==> config.mk <==
export PLATFORM = sky130hd
export DESIGN_NAME = flash_status_poller
export DESIGN_NICKNAME = d
export VERILOG_FILES = /design/src/rtl/fsp_pkg.sv /design/src/rtl/fsp_status_decode.sv /design/src/rtl/fsp_toggle_track.sv /design/src/rtl/fsp_poll_counter.sv /design/src/rtl/fsp_read_issuer.sv /design/src/rtl/flash_status_poller.sv
export SDC_FILE = /design/constraint.sdc
export NUM_CORES = 1
export LEC_CHECK = 0
export ABC_AREA = 0
export CAP_MARGIN = 5
export CORE_ASPECT_RATIO = 1.1
export CORE_MARGIN = 1.5
export CORE_UTILIZATION = 25
export CTS_CLUSTER_DIAMETER = 30
export DETAILED_ROUTE_END_ITERATION = 10
export DONT_BUFFER_PORTS = 1
export GPL_TIMING_DRIVEN = 0
export PLACE_DENSITY = 0.41
export SETUP_SLACK_MARGIN = 0.5
export SLEW_MARGIN = 20
export SYNTH_ARGS = -nofsm -noshare
export SYNTH_HDL_FRONTEND = slang
export SYNTH_SLANG_ARGS = --single-unit
==> constraint.sdc <==
create_clock -name clk -period 5.9 [get_ports clk]
set_input_delay 0.885 -clock clk [delete_from_list [all_inputs] [get_ports clk]]
set_output_delay 0.885 -clock clk [all_outputs]
set_load 0.1 [all_outputs]
==> src/rtl/fsp_pkg.sv <==
package fsp_pkg;

    typedef enum logic [1:0] {
        OP_PROG  = 2'd0,
        OP_ERASE = 2'd1,
        OP_WBUF  = 2'd2
    } op_e;

    typedef enum logic [1:0] {
        RES_PEND    = 2'd0,
        RES_DONE    = 2'd1,
        RES_TIMEOUT = 2'd2,
        RES_ABORT   = 2'd3
    } res_e;

    typedef enum logic [2:0] {
        S_IDLE    = 3'd0,
        S_PRIME   = 3'd1,
        S_POLL    = 3'd2,
        S_CONFIRM = 3'd3,
        S_RECHK_A = 3'd4,
        S_RECHK_B = 3'd5
    } state_e;

    // Status word bit positions decoded from the device
    localparam int BIT_POLL   = 7;
    localparam int BIT_TOGGLE = 6;
    localparam int BIT_LIMIT  = 5;
    localparam int BIT_ABORT  = 1;

endpackage

==> src/rtl/fsp_status_decode.sv <==
module fsp_status_decode
    import fsp_pkg::*;
#(
    parameter int DW = 8
) (
    input  logic [DW-1:0] data,
    input  logic          prev_tog,
    input  logic [1:0]    op,
    input  logic          exp7,
    output logic          toggled,
    output logic          complete,
    output logic          limit_hit,
    output logic          abort_hit
);

    logic is_erase;
    logic is_wbuf;

    always_comb begin
        is_erase  = (op == OP_ERASE);
        is_wbuf   = (op == OP_WBUF);
        toggled   = data[BIT_TOGGLE] ^ prev_tog;
        complete  = is_erase ? !toggled : (data[BIT_POLL] == exp7);
        limit_hit = data[BIT_LIMIT];
        abort_hit = is_wbuf && data[BIT_ABORT];
    end

endmodule

==> src/rtl/fsp_toggle_track.sv <==
module fsp_toggle_track (
    input  logic clk,
    input  logic rst_n,
    input  logic load,
    input  logic bit_in,
    output logic prev
);

    always_ff @(posedge clk or negedge rst_n) begin
        if (!rst_n) begin
            prev <= 1'b0;
        end else if (load) begin
            prev <= bit_in;
        end
    end

endmodule

==> src/rtl/fsp_poll_counter.sv <==
module fsp_poll_counter #(
    parameter int CW = 16
) (
    input  logic          clk,
    input  logic          rst_n,
    input  logic          clear,
    input  logic          inc,
    input  logic [CW-1:0] limit,
    output logic          last
);

    localparam int XW = CW + 1;

    logic [CW-1:0] cnt;
    logic [XW-1:0] next_cnt;

    always_ff @(posedge clk or negedge rst_n) begin
        if (!rst_n) begin
            cnt <= '0;
        end else if (clear) begin
            cnt <= '0;
        end else if (inc && (cnt != {CW{1'b1}})) begin
            cnt <= cnt + 1'b1;
        end
    end

    // Asserted when the read now completing is the budgeted one
    always_comb begin
        next_cnt = {1'b0, cnt} + XW'(1);
        last     = (next_cnt >= {1'b0, limit});
    end

endmodule

==> src/rtl/fsp_read_issuer.sv <==
module fsp_read_issuer (
    input  logic clk,
    input  logic rst_n,
    input  logic want,
    input  logic ack,
    output logic req,
    output logic taken
);

    logic pend;

    always_comb begin
        req   = want && !pend;
        taken = ack && pend;
    end

    always_ff @(posedge clk or negedge rst_n) begin
        if (!rst_n) begin
            pend <= 1'b0;
        end else if (taken) begin
            pend <= 1'b0;
        end else if (req) begin
            pend <= 1'b1;
        end
    end

endmodule

==> src/rtl/flash_status_poller.sv <==
module flash_status_poller
    import fsp_pkg::*;
#(
    parameter int AW = 24,
    parameter int DW = 8,
    parameter int CW = 16
) (
    input  logic          clk,
    input  logic          rst_n,
    input  logic          start,
    input  logic [1:0]    op_kind,
    input  logic [AW-1:0] poll_addr,
    input  logic          expect_bit7,
    input  logic [CW-1:0] max_polls,
    output logic          busy,
    output logic [1:0]    result,
    output logic          rd_req,
    output logic [AW-1:0] rd_addr,
    input  logic          rd_ack,
    input  logic [DW-1:0] rd_data,
    input  logic          ready_line
);

    state_e        state;
    state_e        nxt;
    logic [1:0]    op_q;
    logic [AW-1:0] addr_q;
    logic          exp_q;
    logic [CW-1:0] max_q;
    logic [1:0]    res_q;

    logic accept;
    logic want;
    logic taken;
    logic prev_tog;
    logic toggled;
    logic complete;
    logic limit_hit;
    logic abort_hit;
    logic last;
    logic count_rd;
    logic fin;
    res_e fin_code;

    // ---------------- sub-blocks ----------------
    fsp_read_issuer u_issue (
        .clk   (clk),
        .rst_n (rst_n),
        .want  (want),
        .ack   (rd_ack),
        .req   (rd_req),
        .taken (taken)
    );

    fsp_status_decode #(.DW(DW)) u_dec (
        .data      (rd_data),
        .prev_tog  (prev_tog),
        .op        (op_q),
        .exp7      (exp_q),
        .toggled   (toggled),
        .complete  (complete),
        .limit_hit (limit_hit),
        .abort_hit (abort_hit)
    );

    fsp_toggle_track u_tog (
        .clk    (clk),
        .rst_n  (rst_n),
        .load   (taken),
        .bit_in (rd_data[BIT_TOGGLE]),
        .prev   (prev_tog)
    );

    fsp_poll_counter #(.CW(CW)) u_cnt (
        .clk   (clk),
        .rst_n (rst_n),
        .clear (accept),
        .inc   (count_rd),
        .limit (max_q),
        .last  (last)
    );

    // ---------------- state register ----------------
    always_ff @(posedge clk or negedge rst_n) begin
        if (!rst_n) begin
            state <= S_IDLE;
        end else begin
            state <= nxt;
        end
    end

    // ---------------- next state ----------------
    always_comb begin
        nxt      = state;
        fin      = 1'b0;
        fin_code = RES_PEND;
        unique case (state)
            S_IDLE: begin
                if (start) begin
                    nxt = S_PRIME;
                end
            end
            S_PRIME: begin
                if (taken) begin
                    if (last) begin
                        fin      = 1'b1;
                        fin_code = RES_TIMEOUT;
                        nxt      = S_IDLE;
                    end else begin
                        nxt = S_POLL;
                    end
                end
            end
            S_POLL: begin
                if (taken) begin
                    if (complete && ready_line) begin
                        fin      = 1'b1;
                        fin_code = RES_DONE;
                        nxt      = S_IDLE;
                    end else if (abort_hit) begin
                        nxt = S_CONFIRM;
                    end else if (limit_hit) begin
                        nxt = S_RECHK_A;
                    end else if (last) begin
                        fin      = 1'b1;
                        fin_code = RES_TIMEOUT;
                        nxt      = S_IDLE;
                    end
                end
            end
            S_CONFIRM: begin
                if (taken) begin
                    if (abort_hit) begin
                        fin      = 1'b1;
                        fin_code = RES_ABORT;
                        nxt      = S_IDLE;
                    end else begin
                        nxt = S_POLL;
                    end
                end
            end
            S_RECHK_A: begin
                if (taken) begin
                    nxt = S_RECHK_B;
                end
            end
            S_RECHK_B: begin
                if (taken) begin
                    fin      = 1'b1;
                    fin_code = toggled ? RES_TIMEOUT : RES_DONE;
                    nxt      = S_IDLE;
                end
            end
            default: begin
                nxt = S_IDLE;
            end
        endcase
    end

    // ---------------- outputs ----------------
    always_comb begin
        accept   = (state == S_IDLE) && start;
        want     = (state != S_IDLE);
        count_rd = taken && ((state == S_PRIME) || (state == S_POLL));
        busy     = (state != S_IDLE);
        result   = res_q;
        rd_addr  = addr_q;
    end

    always_ff @(posedge clk or negedge rst_n) begin
        if (!rst_n) begin
            res_q  <= RES_PEND;
            op_q   <= 2'd0;
            addr_q <= '0;
            exp_q  <= 1'b0;
            max_q  <= '0;
        end else if (accept) begin
            res_q  <= RES_PEND;
            op_q   <= op_kind;
            addr_q <= poll_addr;
            exp_q  <= expect_bit7;
            max_q  <= max_polls;
        end else if (fin) begin
            res_q <= fin_code;
        end
    end

endmodule

After elaboration in Yosys (flattened, before gate mapping)
Index checks and enable logic that the tools add are counted.
{"block": "word_totals", "output_inout_bits": 28, "elab_cells": 86, "reg_bits": 66}
{"block": "op_classes", "n_bitwise": 1, "n_lt_le_gt_ge": 1, "eq_ne": 16, "addsub": 2, "n_reduce_logical": 16, "muxes": 41}
{"cell": "$mux 16", "n": 2}
{"cell": "$mux 3", "n": 10}
{"cell": "$mux 2", "n": 14}
{"cell": "$pmux 3 s6", "n": 1}
{"cell": "$add 16x1->17 const B", "n": 1}
{"cell": "$ge 17x16->1", "n": 1}
{"cell": "$add 16x1->16 const B", "n": 1}
{"cell": "$ne 16x16->1 const B", "n": 1}
{"cell": "$mux 1", "n": 12}
{"cell": "$ne 2x2->1 const B", "n": 6}
{"cell": "$pmux 2 s4", "n": 1}
{"cell": "$logic_and 1x1->1", "n": 7}
{"cell": "$reduce_and 7->1", "n": 1}
{"cell": "$eq 3x2->1 const B", "n": 2}
{"cell": "$eq 3x3->1 const B", "n": 2}
{"cell": "$reduce_bool 2->1", "n": 3}
{"cell": "$ne 5x5->1 const B", "n": 1}
{"cell": "$pmux 1 s4", "n": 1}
{"cell": "$eq 3x1->1 const B", "n": 1}
{"cell": "$logic_not 3->1", "n": 1}
{"cell": "$reduce_bool 3->1", "n": 1}
{"cell": "$eq 2x1->1 const B", "n": 1}
{"cell": "$eq 2x2->1 const B", "n": 1}
{"cell": "$logic_not 1->1", "n": 2}
{"cell": "other kinds (3)", "n": 3}

Depth between registers and ports, before layout
Gate-level depths: netlist of the first run.
{"block": "depth", "ltp_word": 10, "ltp_mapped": 13, "ltp_nobuf": 12}

Hierarchy
From an unflattened synthesis of the first run, not the netlist that was laid out.
{"block": "unflattened", "cells_unflattened": 438, "hier_area_um2": 3881.2}
{"mod": "flash_status_poller", "area_per_inst_um2": 2087.0, "n_inst": 1, "cells_each": 235}
{"mod": "fsp_poll_counter", "area_per_inst_um2": 1645.3, "n_inst": 1, "cells_each": 189}
{"mod": "fsp_status_decode", "area_per_inst_um2": 56.3, "n_inst": 1, "cells_each": 7}
{"mod": "fsp_read_issuer", "area_per_inst_um2": 52.6, "n_inst": 1, "cells_each": 5}
{"mod": "fsp_toggle_track", "area_per_inst_um2": 40.0, "n_inst": 1, "cells_each": 2}

Worst setup path before layout of the first run
OpenSTA, ideal clock, no wires.
{"block": "synth_path", "kind": "register -> register", "start": "register u_cnt.cnt[0]", "end": "register res_q[1], in the netlist result[1]", "setup_slack_ns": 2.931, "setup_time_ns": 0.126, "synth_period_minus_slack_ns": 2.969, "t_arrival_ns": 2.843, "stages_incl_launch_ff": 14, "path_cell_list": "dfrtp_1 -> ha_1 -> and3_2 -> and3_1 -> buf_2 -> nand3_1 -> xnor2_1 -> ha_1 -> nand2_1 -> or3_1 -> nor2_1 -> a211oi_1 -> a31o_1 -> a221o_1"}
{"block": "synth_via", "elab_chain_len": 10}
{"element": "start, declared", "line": "fsp_poll_counter.sv:14", "source": "logic [CW-1:0] cnt;"}
{"element": "start signal, assigned", "line": "fsp_poll_counter.sv:23", "source": "cnt <= cnt + 1'b1;"}
{"element": "$add 16x1->17 *", "line": "fsp_poll_counter.sv:29", "source": "next_cnt = {1'b0, cnt} + XW'(1);"}
{"element": "$ge 17x16->1 *", "line": "fsp_poll_counter.sv:30", "source": "last = (next_cnt >= {1'b0, limit});"}
{"element": "$mux 2", "line": "flash_status_poller.sv:105, flash_status_poller.sv:124"}
{"element": "$mux 2", "line": "flash_status_poller.sv:122", "source": "end else if (limit_hit) begin"}
{"element": "$mux 2", "line": "flash_status_poller.sv:120", "source": "end else if (abort_hit) begin"}
{"element": "$mux 2", "line": "flash_status_poller.sv:116", "source": "if (complete && ready_line) begin"}
{"element": "$mux 2", "line": "flash_status_poller.sv:115", "source": "if (taken) begin"}
{"element": "$pmux 2 s4", "line": "flash_status_poller.sv:97", "source": "unique case (state)"}
{"element": "$mux 2", "line": "flash_status_poller.sv:183", "source": "end else if (fin) begin"}
{"element": "$mux 2", "line": "flash_status_poller.sv:177", "source": "end else if (accept) begin"}
{"element": "end signal, assigned", "line": "flash_status_poller.sv:184", "source": "res_q <= fin_code;"}
{"element": "end, declared", "line": "flash_status_poller.sv:30", "source": "logic [1:0] res_q;"}
Mark *: on every way between the ends. The rest lies on a longest branch, timed or not. The select of a mux whose other input is x is not followed.
A chain may end at the register's enable or synchronous reset.

Worst setup path in the final report of the first run
Ends and elaborated chain as after synthesis.

==> impl_metrics.csv, run 1 <==
group,metric,value,unit
logic_synthesis,ys_seq_area_frac,0.457,
critical_path,path_depth,13,
logic_synthesis,syn_area_per_cell,8.77,sq um
logic_synthesis,syn-cell-area,3610,sq um
floorplan,chipHeight,129,um
critical_path,crit_slowest_cell,"dfrtp_1",
grt,grt_start_max_net_pins,67,
placed_design,placed_cells_incl_taps,600,
critical_path,path_common_cell,"ha_1",
logic_synthesis,synth_top_area_frac,0.457,
logic_synthesis,synth_commonest_cells,"nand2_1 (116), dfrtp_1 (66), o21ai_0 (21)",
final_layout,areaGrowthSynthToFinish,15.1,%
clock_tree,root_buffer,"clkbuf_16",
final_layout,n_fill_cell,1536,
drt,vias_per_cell,4.59,
critical_path,critPathKind,"reg -> reg",
logic_synthesis,synth_largest_area_cell,"dfrtp_1",
clock_tree,clk_pin_slew_worst_paths,0.06,ns
logic_synthesis,synthCells,412,
grt,grt_pass1_wl,15100,um
logic_synthesis,synth-edff-count,0,
critical_path,cp_slowest_stage_delay,0.47,ns
sta,fin_setup_tns,0,ns
drt,dr.pass1.iters,4,
drt,initialDrtViolationCount,119,
clock_tree,cts_buffers,9,
logic_synthesis,synth_flop_cell,"dfrtp_1",
critical_path,r2r_cells,13,
pwr,power_density,641,nW/um^2
floorplan,start_util,0.259,
sta,finalMaxSlewViolations,0,
logic_synthesis,synth_seq_cells,66,
critical_path,cp_max_fo,7,
worst_hold_path,hp-class,"in -> async",
drt,drc_errors,0,
clock_tree,clkSinkCount,66,
grt,overflow,0,
sta,tightest_slew,1.06,ns
critical_path,cp-end-kind,"flip-flop",
placed_design,hpwl,6760,um
sta,finalCriticalPeriod,3.44,ns
placed_design,numPortBuffers,0,
floorplan,dieArea,15200,sq um
clock_tree,post_cts_buffers,0,
clock_tree,cts_resized,0,
clock_tree,cts_tree,"built",
sta,rsz0062_at_grt,"no",
critical_path,critPathRequiredTime,6.11,ns
critical_path,cp_top_family,"simple AND/OR/NAND/NOR gates",
clock_tree,cts_hold_buf,0,
outcome,status,"finished clean",
sta,slew_headroom,0.294,
sta,hold_violations,0,
drt,ant_nets,0,
logic_synthesis,syn-num-nets,485,
sta,setup_viol,0,
logic_synthesis,synthTopCellsByArea,"dfrtp_1 (46%), nand2_1 (12%), ha_1 (5.9%), o21ai_0 (2.9%), xnor2_1 (2.7%)",
clock_tree,cts-htree-levels,3,
drt,totalWireLength,9110,um
drt,num_vias,2827,
floorplan,die_w,118,um
floorplan,rows,45,
clock_tree,clk_latency,0.33,ns
job,drv_cap,0,
logic_synthesis,yosysWarnings,0,
critical_path,path_cells,"ha_1 -> and3_2 -> and3_1 -> buf_2 -> nand3_1 -> xnor2_1 -> ha_1 -> nand2_1 -> or3_1 -> a21oi_1 -> a211oi_1 -> a31o_1 -> a221o_1",
final_layout,final_nets,496,
clock_tree,clockBufferDepth,2,
final_layout,diodes,0,
floorplan,core_area,14000,sq um
grt,grt_pass1_vias,2971,
sta,skew,0.00702,ns
pwr,p_leak,1.99,nW
final_layout,drive_above_1_share,0.105,
critical_path,cp.arrival,3.65,ns
grt,antenna_found_initial,0,
drt,wl_per_cell,14.8,um
sta,fmax,291,MHz
floorplan,ios,84,
critical_path,path_buf_inv,1,
pwr,max-vdd-ir-drop,155,uV
final_layout,finalNonFillerCells,616,
placed_design,globalplace.congestion,0.780,
sta,period_share,0.583,
grt,grt.total_usage,0.125,
logic_synthesis,synth.most_common_cell,"nand2_1",
logic_synthesis,ys_types,53,
critical_path,start_kind,"flip-flop",
logic_synthesis,async_flop_share,1.00,
kinds of logic after synthesis:
kind of cell,after synthesis,synth area share
xor gates and xnor gates,17,0.0412
adders and majority gates,17,0.0588
DFF,66,0.457
buffers and inverters,39,0.0467
and+or+nand+nor,192,0.246
muxes,2,0.00588
AOI/OAI and AO/OA,79,0.145
sequential cells by signal, indices dropped and copies added, names as in the netlist:
register	flops
state	3
result	2
rd_addr	24
op_q	2
max_q	16
exp_q	1
u_issue.pend	1
u_cnt.cnt	16
u_tog.prev	1
cells in the final DEF (no fill, tap or decap), types with 2 or more instances in the layout:
cell type,n
nand4_1,5
buf_4,3
nand2b_1,10
clkbuf_1,9
buf_2,9
clkbuf_16,9
o31a_1,2
a21o_1,4
and3_1,2
o41ai_1,3
inv_1,18
clkbuf_8,2
o21ai_1,15
xor2_1,6
nor2_1,16
xnor2_1,11
o21ai_0,21
dfrtp_1,66
ha_1,17
o22ai_1,2
o31ai_1,7
nand2_1,116
and2_1,5
nor2b_1,5
clkinvlp_4,2
and4_4,2
nor3_1,5
a21oi_1,10
a21o_2,2
o21ai_2,2
nand3_1,14
layer usage:
| metal | global-route usage | vias up | share of wire | wire length, um |
|---|---|---|---|---|
| li1 | - | 1408 | - | - |
| met1 | 0.144 | 1373 | 0.43 | 3900 |
| met2 | 0.229 | 37 | 0.52 | 4740 |
| met3 | 0.0264 | 9 | 0.031 | 283 |
| met4 | 0.0524 | 0 | 0.019 | 173 |
| met5 | 0 | - | 0 | 0 |
through the flow:
| stage | setup slack (ns) | hold WS, ns | total power [W] | cell area (sq um) | util |
|---|---|---|---|---|---|
| 2_1_floorplan | 2.93 | 0.452 | 0.00194 | 3610 | - |
| 3_3_place_gp | 2.49 | 0.487 | 0.00213 | 3850 | 0.276 |
| 3_5_place_dp | 2.48 | 0.487 | 0.00215 | 3850 | 0.276 |
| 4_1_cts | 2.44 | 0.235 | 0.00271 | 4160 | 0.298 |
| 5_1_grt | 2.22 | 0.232 | 0.00285 | 4160 | 0.298 |
| 6_report | 2.46 | 0.249 | 0.00267 | 4160 | 0.298 |
worst paths after layout:
check                                  start          end  slack, ns
min in group clk                       exp_q        exp_q       0.50
worst min-delay path                   rst_n   rd_addr[4]       0.25
worst max register to register  u_cnt.cnt[0]    result[1]       2.46
worst min register to register         exp_q        exp_q       0.50
worst max-delay path            u_cnt.cnt[0]    result[1]       2.46
max in group asynchronous              rst_n  rd_addr[11]       5.48
power by group:
group	switching (W)	total [W]	internal, W
clock	0.000195	0.000544	0.000349
combinational	0.000519	0.000786	0.000267
sequential	0.000726	0.00134	0.000609
worst reg2reg max path, stage by stage, from the launching register on:
cell      delay, ns
dfrtp_1        0.47
ha_1           0.34
and3_2         0.27
and3_1         0.16
buf_2          0.16
nand3_1        0.14
xnor2_1        0.16
ha_1           0.30
nand2_1        0.07
or3_1          0.40
a21oi_1        0.15
a211oi_1       0.11
a31o_1         0.23
a221o_1        0.35
final cells by class:
| cell class | count | area, sq um | area share |
|---|---|---|---|
| inverters | 19 | 71.3 | 0.0171 |
| flip-flops and latches | 66 | 1650 | 0.397 |
| clock buffers | 12 | 256 | 0.0617 |
| plain buffers | 20 | 97.6 | 0.0235 |
| multi-input cells | 307 | 1800 | 0.432 |
| clock inverters | 4 | 50.0 | 0.0120 |
| well taps | 188 | 235 | 0.0566 |
(Power assumes the default switching activity.)
==> run 2, diff against run 1 <==
--- a/config.mk
+++ b/config.mk
@@ -14,7 +14,7 @@
 export DETAILED_ROUTE_END_ITERATION = 10
 export DONT_BUFFER_PORTS = 1
 export GPL_TIMING_DRIVEN = 0
-export PLACE_DENSITY = 0.41
+export PLACE_DENSITY = 0.43
 export SETUP_SLACK_MARGIN = 0.5
 export SLEW_MARGIN = 20
 export SYNTH_ARGS = -nofsm -noshare
==> constraint.sdc (replaced) <==
create_clock -name clk -period 2.8 [get_ports clk]
set_input_delay 0.42 -clock clk [delete_from_list [all_inputs] [get_ports clk]]
set_output_delay 0.42 -clock clk [all_outputs]
set_load 0.1 [all_outputs]
==> run 2 against run 1 <==
Compared with the run above: the flow now finishes with violations (negative setup slack); sequential power grew 110%; die area unchanged; highest routed layer unchanged; count of clock-buffer cells in the layout fell by 1; global-route usage up 0.59 points; critical path type unchanged; routed wire length up 4.7%; clock skew about the same; power rose by 130%.
==> impl_metrics.csv, run 2 (same netlist as run 1, synthesis figures left out) <==
group,metric,value,unit
outcome,status,"complete, but fails checks",
outcome,violations,"negative setup slack",
floorplan,chipHeight,129,um
sta,tightest_slew,1.05,ns
grt,overflow,0,
clock_tree,clk_latency,0.33,ns
clock_tree,cts_tree,"built",
sta,finalMaxSlewViolations,0,
clock_tree,clk_pin_slew_worst_paths,0.06,ns
final_layout,final_cell_mix,"nand2_1 (115), dfrtp_1 (60), o21ai_0 (21)",
floorplan,start_util,0.259,
drt,num_vias,2953,
grt,grt_pass1_wl,15600,um
drt,totalWireLength,9530,um
final_layout,finalNonFillerCells,636,
sta,hold_violations,0,
critical_path,cp.arrival,3.07,ns
clock_tree,cts-htree-levels,3,
grt,grt.total_usage,0.131,
drt,ant_nets,0,
final_layout,final_nets,516,
clock_tree,clockBufferDepth,2,
pwr,max-vdd-ir-drop,634,uV
floorplan,ios,84,
placed_design,placed_cells_incl_taps,600,
drt,vias_per_cell,4.64,
pwr,power_density,1330,nW/um^2
grt,antenna_found_initial,0,
critical_path,start_kind,"flip-flop",
grt,grt_pass1_vias,3007,
floorplan,die_w,118,um
floorplan,dieArea,15200,sq um
sta,rsz0062_at_grt,"yes",
drt,wl_per_cell,15.0,um
clock_tree,root_buffer,"clkbuf_16",
drt,dr.pass1.iters,4,
critical_path,critPathRequiredTime,3.01,ns
sta,slew_headroom,0.297,
final_layout,final_common_cell,"nand2_1",
critical_path,cp-end-kind,"flip-flop",
sta,finalCriticalPeriod,2.86,ns
sta,period_share,1.02,
worst_hold_path,hp-class,"in -> reg",
placed_design,numPortBuffers,0,
sta,skew,0.00746,ns
final_layout,largest_reg_flops,24,
drt,initialDrtViolationCount,122,
final_layout,drive_above_1_share,0.190,
clock_tree,clkSinkCount,66,
final_layout,areaGrowthSynthToFinish,25.2,%
grt,grt_start_max_net_pins,67,
critical_path,critPathKind,"reg -> reg",
pwr,p_leak,2.15,nW
floorplan,core_area,14000,sq um
sta,setup_viol,1,
sta,fmax,350,MHz
placed_design,pre_cts_ws,-0.363,ns
floorplan,rows,45,
placed_design,globalplace.congestion,0.758,
final_layout,diodes,0,
clock_tree,cts_buffers,9,
placed_design,hpwl,6710,um
critical_path,cp_max_fo,5,
job,drv_cap,0,
sta,layout_setup_ws,-0.0607,ns
drt,drc_errors,0,
sta,hold_ws,0.192,ns
==> run 2: worst max-delay path, stage by stage (launching register included) <==
cell,delay (ns)
dfrtp_2,0.40
ha_4,0.15
and3_4,0.18
and3_4,0.17
buf_6,0.12
nand3_4,0.08
xnor2_2,0.14
ha_1,0.30
nand2_1,0.07
or3_4,0.40
a21oi_2,0.14
a211oi_2,0.07
a31o_1,0.23
a221o_1,0.31
==> run 2: layout make-up <==
class,instances,area [sq um]
Clock buffer,11,233
Clock inverter,5,128
Multi-Input combinational cell,307,1910
Buffer,20,111
Inverter,19,75.1
Fill cell,1504,9440
Timing Repair Buffer,20,176
Tap cell,188,235
Sequential cell,66,1660
==> run 2: what timing repair did <==
item | 4_1_cts | 5_1_grt
hold buffers | 2 | 0
gates resized for setup | 14 | 8
endpoints found under the hold margin | 66 | 0
setup endpoints to repair | 3 | 9
pin swaps | 9 | 6
setup buffers | 15 | 3
==> run 2: final timing paths <==
path,slack [ns],startpoint,to,cells past startpoint
min,0.19,poll_addr[3],rd_addr[3],2
min reg2reg,0.49,max_q[0],max_q[0],2
min in group asynchronous,0.62,rst_n,max_q[12],2
max reg2reg,-0.06,u_cnt.cnt[0],result[1],13
max in group asynchronous,1.85,rst_n,u_cnt.cnt[3],2
max,-0.06,u_cnt.cnt[0],result[1],13
==> run 2: stage by stage <==
step	setup TNS, ns	instance area, sq um	util	power [W]
floorplan	-0.0200	3680	-	0.00411
global placement	-0.589	3910	0.280	0.00451
detailed placement	-0.611	3910	0.280	0.00454
CTS	-0.0790	4470	0.320	0.00603
global route	-0.389	4530	0.324	0.00637
finish	-0.0607	4530	0.324	0.00601
==> run 2: power breakdown <==
| part | switching, W | internal, W | total [W] |
|---|---|---|---|
| Combinational | 0.00117 | 0.000630 | 0.00180 |
| Clock | 0.000425 | 0.000961 | 0.00139 |
| Sequential | 0.00153 | 0.00129 | 0.00282 |
==> run 2: routing by layer <==
layer	routed length [um]	share of wire	up-vias	track usage
met5	0	0	-	0
met4	208	0.022	0	0.0610
met3	564	0.059	14	0.0379
met2	4380	0.46	88	0.214
met1	4380	0.46	1405	0.162
li1	-	-	1446	-
==> run 3, diff against run 2 <==
--- a/config.mk
+++ b/config.mk
@@ -19,4 +19,5 @@
 export SLEW_MARGIN = 20
 export SYNTH_ARGS = -nofsm -noshare
 export SYNTH_HDL_FRONTEND = slang
+export SYNTH_HIERARCHICAL = 1
 export SYNTH_SLANG_ARGS = --single-unit
==> run 3 against run 2 <==
Compared with the run above: the flow still finishes with violations (negative setup slack); first-iteration DRC count fell by 19%; critical path depth grew 1; clock skew up 0.0017 ns; sequential power hardly changed; die area increased by 7.2%; cell area increased by 5.8%; area after synthesis grew 7.4%.
==> impl_metrics.csv, run 3 <==
group,metric,value,unit
outcome,status,"complete, but fails checks",
outcome,violations,"negative setup slack",
sta,rsz0062_at_grt,"yes",
pwr,p_int,0.00266,W
final_layout,drive_above_1_share,0.232,
logic_synthesis,syn_area_per_cell,8.86,sq um
final_layout,diodes,0,
worst_hold_path,hp-class,"in -> reg",
pwr,p_sw_frac,0.534,
logic_synthesis,synth.mux.area_fraction,0.0583,
logic_synthesis,synth-edff-count,0,
critical_path,crit_slowest_cell,"o311ai_4",
pwr,max-vdd-ir-drop,688,uV
floorplan,start_util,0.257,
floorplan,chipHeight,134,um
critical_path,critPathRequiredTime,3.03,ns
logic_synthesis,ys_seq_area_frac,0.426,
floorplan,dieArea,16300,sq um
drt,wl_per_cell,14.8,um
clock_tree,cts_buffers,9,
drt,initialDrtViolationCount,99,
logic_synthesis,synthXorXnorAreaFrac,0.0384,
placed_design,globalplace.congestion,0.813,
logic_synthesis,syn-cell-area,3880,sq um
critical_path,r2r_end,"state[1]",
pwr,p_switching,0.00304,W
logic_synthesis,syn-num-nets,511,
grt,grt.total_usage,0.131,
pwr,p_leak,2.25,nW
sta,fmax,308,MHz
grt,overflow,0,
floorplan,rows,47,
clock_tree,clkSinkCount,66,
pwr,seq_power_share,0.496,
final_layout,final_nets,538,
placed_design,numPortBuffers,0,
logic_synthesis,synth_seq_cells,66,
sta,layout_setup_ws,-0.449,ns
logic_synthesis,synth_compound_area_frac,0.0903,
grt,antenna_found_initial,0,
logic_synthesis,async_flop_share,1.00,
pwr,p_comb_frac,0.300,
logic_synthesis,synth_top_family_by_area,"simple AND/OR/NAND/NOR gates",
logic_synthesis,synth_top_area_frac,0.426,
critical_path,cp_slowest_stage_delay,0.43,ns
clock_tree,cts-htree-levels,3,
clock_tree,cts_tree,"built",
job,drv_cap,0,
drt,dr.pass1.iters,4,
critical_path,start_kind,"flip-flop",
sta,slew_headroom,0.380,
logic_synthesis,synth.most_common_cell,"nand2_1",
floorplan,core_area,15100,sq um
critical_path,path_cells,"ha_4 -> nand3_4 -> or3_4 -> nor2_4 -> xnor2_2 -> ha_1 -> nand4_1 -> o311ai_4 -> mux2i_1 -> buf_4 -> buf_4 -> a32oi_1 -> nor2_1 -> mux2_1",
clock_tree,clockBufferDepth,2,
critical_path,path_common_cell,"buf_4",
logic_synthesis,synth_commonest_cells,"nand2_1 (142), dfrtp_1 (66), inv_1 (21), nor2_1 (21), ha_1 (17)",
logic_synthesis,synthCells,438,
logic_synthesis,synth-simple-area-share,0.278,
drt,num_vias,3066,
drt,drc_errors,0,
sta,skew,0.00912,ns
floorplan,ios,84,
clock_tree,clk_latency,0.34,ns
drt,totalWireLength,9880,um
grt,grt_pass1_wl,16500,um
logic_synthesis,synthTopCellsByArea,"dfrtp_1 (43%), nand2_1 (14%), ha_1 (5.5%), inv_1 (2.0%), nor2_1 (2.0%)",
clock_tree,clk_pin_slew_worst_paths,0.06,ns
grt,grt_pass1_vias,3237,
sta,finalCriticalPeriod,3.25,ns
critical_path,cp.arrival,3.48,ns
grt,grt_start_max_net_pins,67,
critical_path,reg2reg_slack,-0.45,ns
sta,setup_viol,5,
placed_design,pre_cts_ws,-0.829,ns
logic_synthesis,synth_largest_area_cell,"dfrtp_1",
critical_path,r2r_cells,14,
drt,vias_per_cell,4.60,
sta,hold_violations,0,
floorplan,die_w,122,um
worst_hold_path,min_to,"rd_addr[20]",
final_layout,final_common_cell,"nand2_1",
sta,finalMaxSlewViolations,0,
placed_design,hpwl,6980,um
critical_path,cp-end-kind,"flip-flop",
final_layout,final_cell_mix,"nand2_1 (140), dfrtp_1 (62), buf_4 (20), inv_1 (20), nor2_1 (19)",
final_layout,largest_reg_flops,24,
critical_path,critPathKind,"reg -> reg",
logic_synthesis,synth-adder-area-share,0.0548,
critical_path,crit_start,"u_cnt/cnt[0]",
logic_synthesis,ys_types,62,
clock_tree,root_buffer,"clkbuf_16",
drt,ant_nets,0,
critical_path,r2r-start,"u_cnt/cnt[0]",
sta,period_share,1.16,
worst_hold_path,hold_depth,2,
pwr,power_density,1190,nW/um^2
final_layout,areaGrowthSynthToFinish,23.4,%
logic_synthesis,yosysWarnings,6,
pwr,clock_power_share,0.205,
placed_design,detailed_place.area,4180,sq um
sta,fin_setup_tns,-1.65,ns
sta,tightest_slew,0.931,ns
worst_hold_path,min-delay-start,"poll_addr[20]",
critical_path,cp_max_fo,4,
logic_synthesis,synth_flop_cell,"dfrtp_1",
final_layout,final_cell_area,4790,sq um
[run 3: cell families (layout without fill, tap and decap cells)]
| family | count (synthesis) | after routing |
|---|---|---|
| XOR/XNOR | 17 | 17 |
| multiplexers | 19 | 19 |
| flip-flops | 66 | 66 |
| adder cells (fa/ha/maj) | 17 | 17 |
| buffers and inverters | 45 | 77 |
| AND/OR/NAND/NOR | 228 | 228 |
| AO/OA/AOI/OAI | 46 | 46 |
[run 3: how the worst max path moves through the flow]
stage	to	slack, ns	depth (start not counted)
floorplan	result[1]	-0.29	13
global placement	result[1]	-0.77	13
detailed placement	result[0]	-0.83	13
CTS	result[0]	-0.44	14
global route	state[1]	-0.59	14
finish	state[1]	-0.45	14
[run 3: power groups by stage]
stage / Clock [W] / Sequential, W / Combinational [W]
floorplan: 0 / 0.00276 / 0.00124
global placement: 0 / 0.00283 / 0.00150
detailed placement: 0 / 0.00283 / 0.00154
CTS: 0.00121 / 0.00283 / 0.00169
global route: 0.00124 / 0.00287 / 0.00194
finish: 0.00117 / 0.00283 / 0.00171
[run 3: layout make-up]
class,count,area (sq um)
plain buffers,22,161
well taps,196,245
multi-input cells,327,2190
clock inverters,7,77.6
inverters,23,90.1
flip-flops and latches,66,1660
fillers,1597,10300
clock buffers,9,225
repair buffers,16,143
[run 3: worst max-delay path, delay by kind of cell (launching register included)]
family | cells | cell delay (ns)
compound gates | 2 | 0.58
xor+xnor | 1 | 0.07
fa+ha+maj | 2 | 0.47
buf+inv | 2 | 0.30
flops | 1 | 0.42
mux | 2 | 0.44
simple gates | 5 | 0.84
[run 3: layer usage]
metal,vias up,GRT usage,share of wire
met3,15,0.0488,0.062
met2,86,0.204,0.45
li1,1512,-,-
met5,-,0,0
met1,1453,0.167,0.47
met4,0,0.0471,0.019
[run 3: repair_timing]
action | 4_1_cts | 5_1_grt
gates resized for setup | 29 | 21
setup buffers | 12 | 2
pin swaps | 17 | 9
endpoints found under the setup margin | 17 | 16
hold buffers | 2 | 0
hold endpoints to repair | 66 | 0
[run 3: stage by stage]
step	total power, W	hold WS (ns)	cells	utilization
2_1_floorplan	0.00399	0.124	438	-
3_3_place_gp	0.00433	0.130	634	0.276
3_5_place_dp	0.00437	0.129	634	0.276
4_1_cts	0.00573	0.165	664	0.311
5_1_grt	0.00605	0.161	666	0.317
6_report	0.00570	0.178	666	0.317
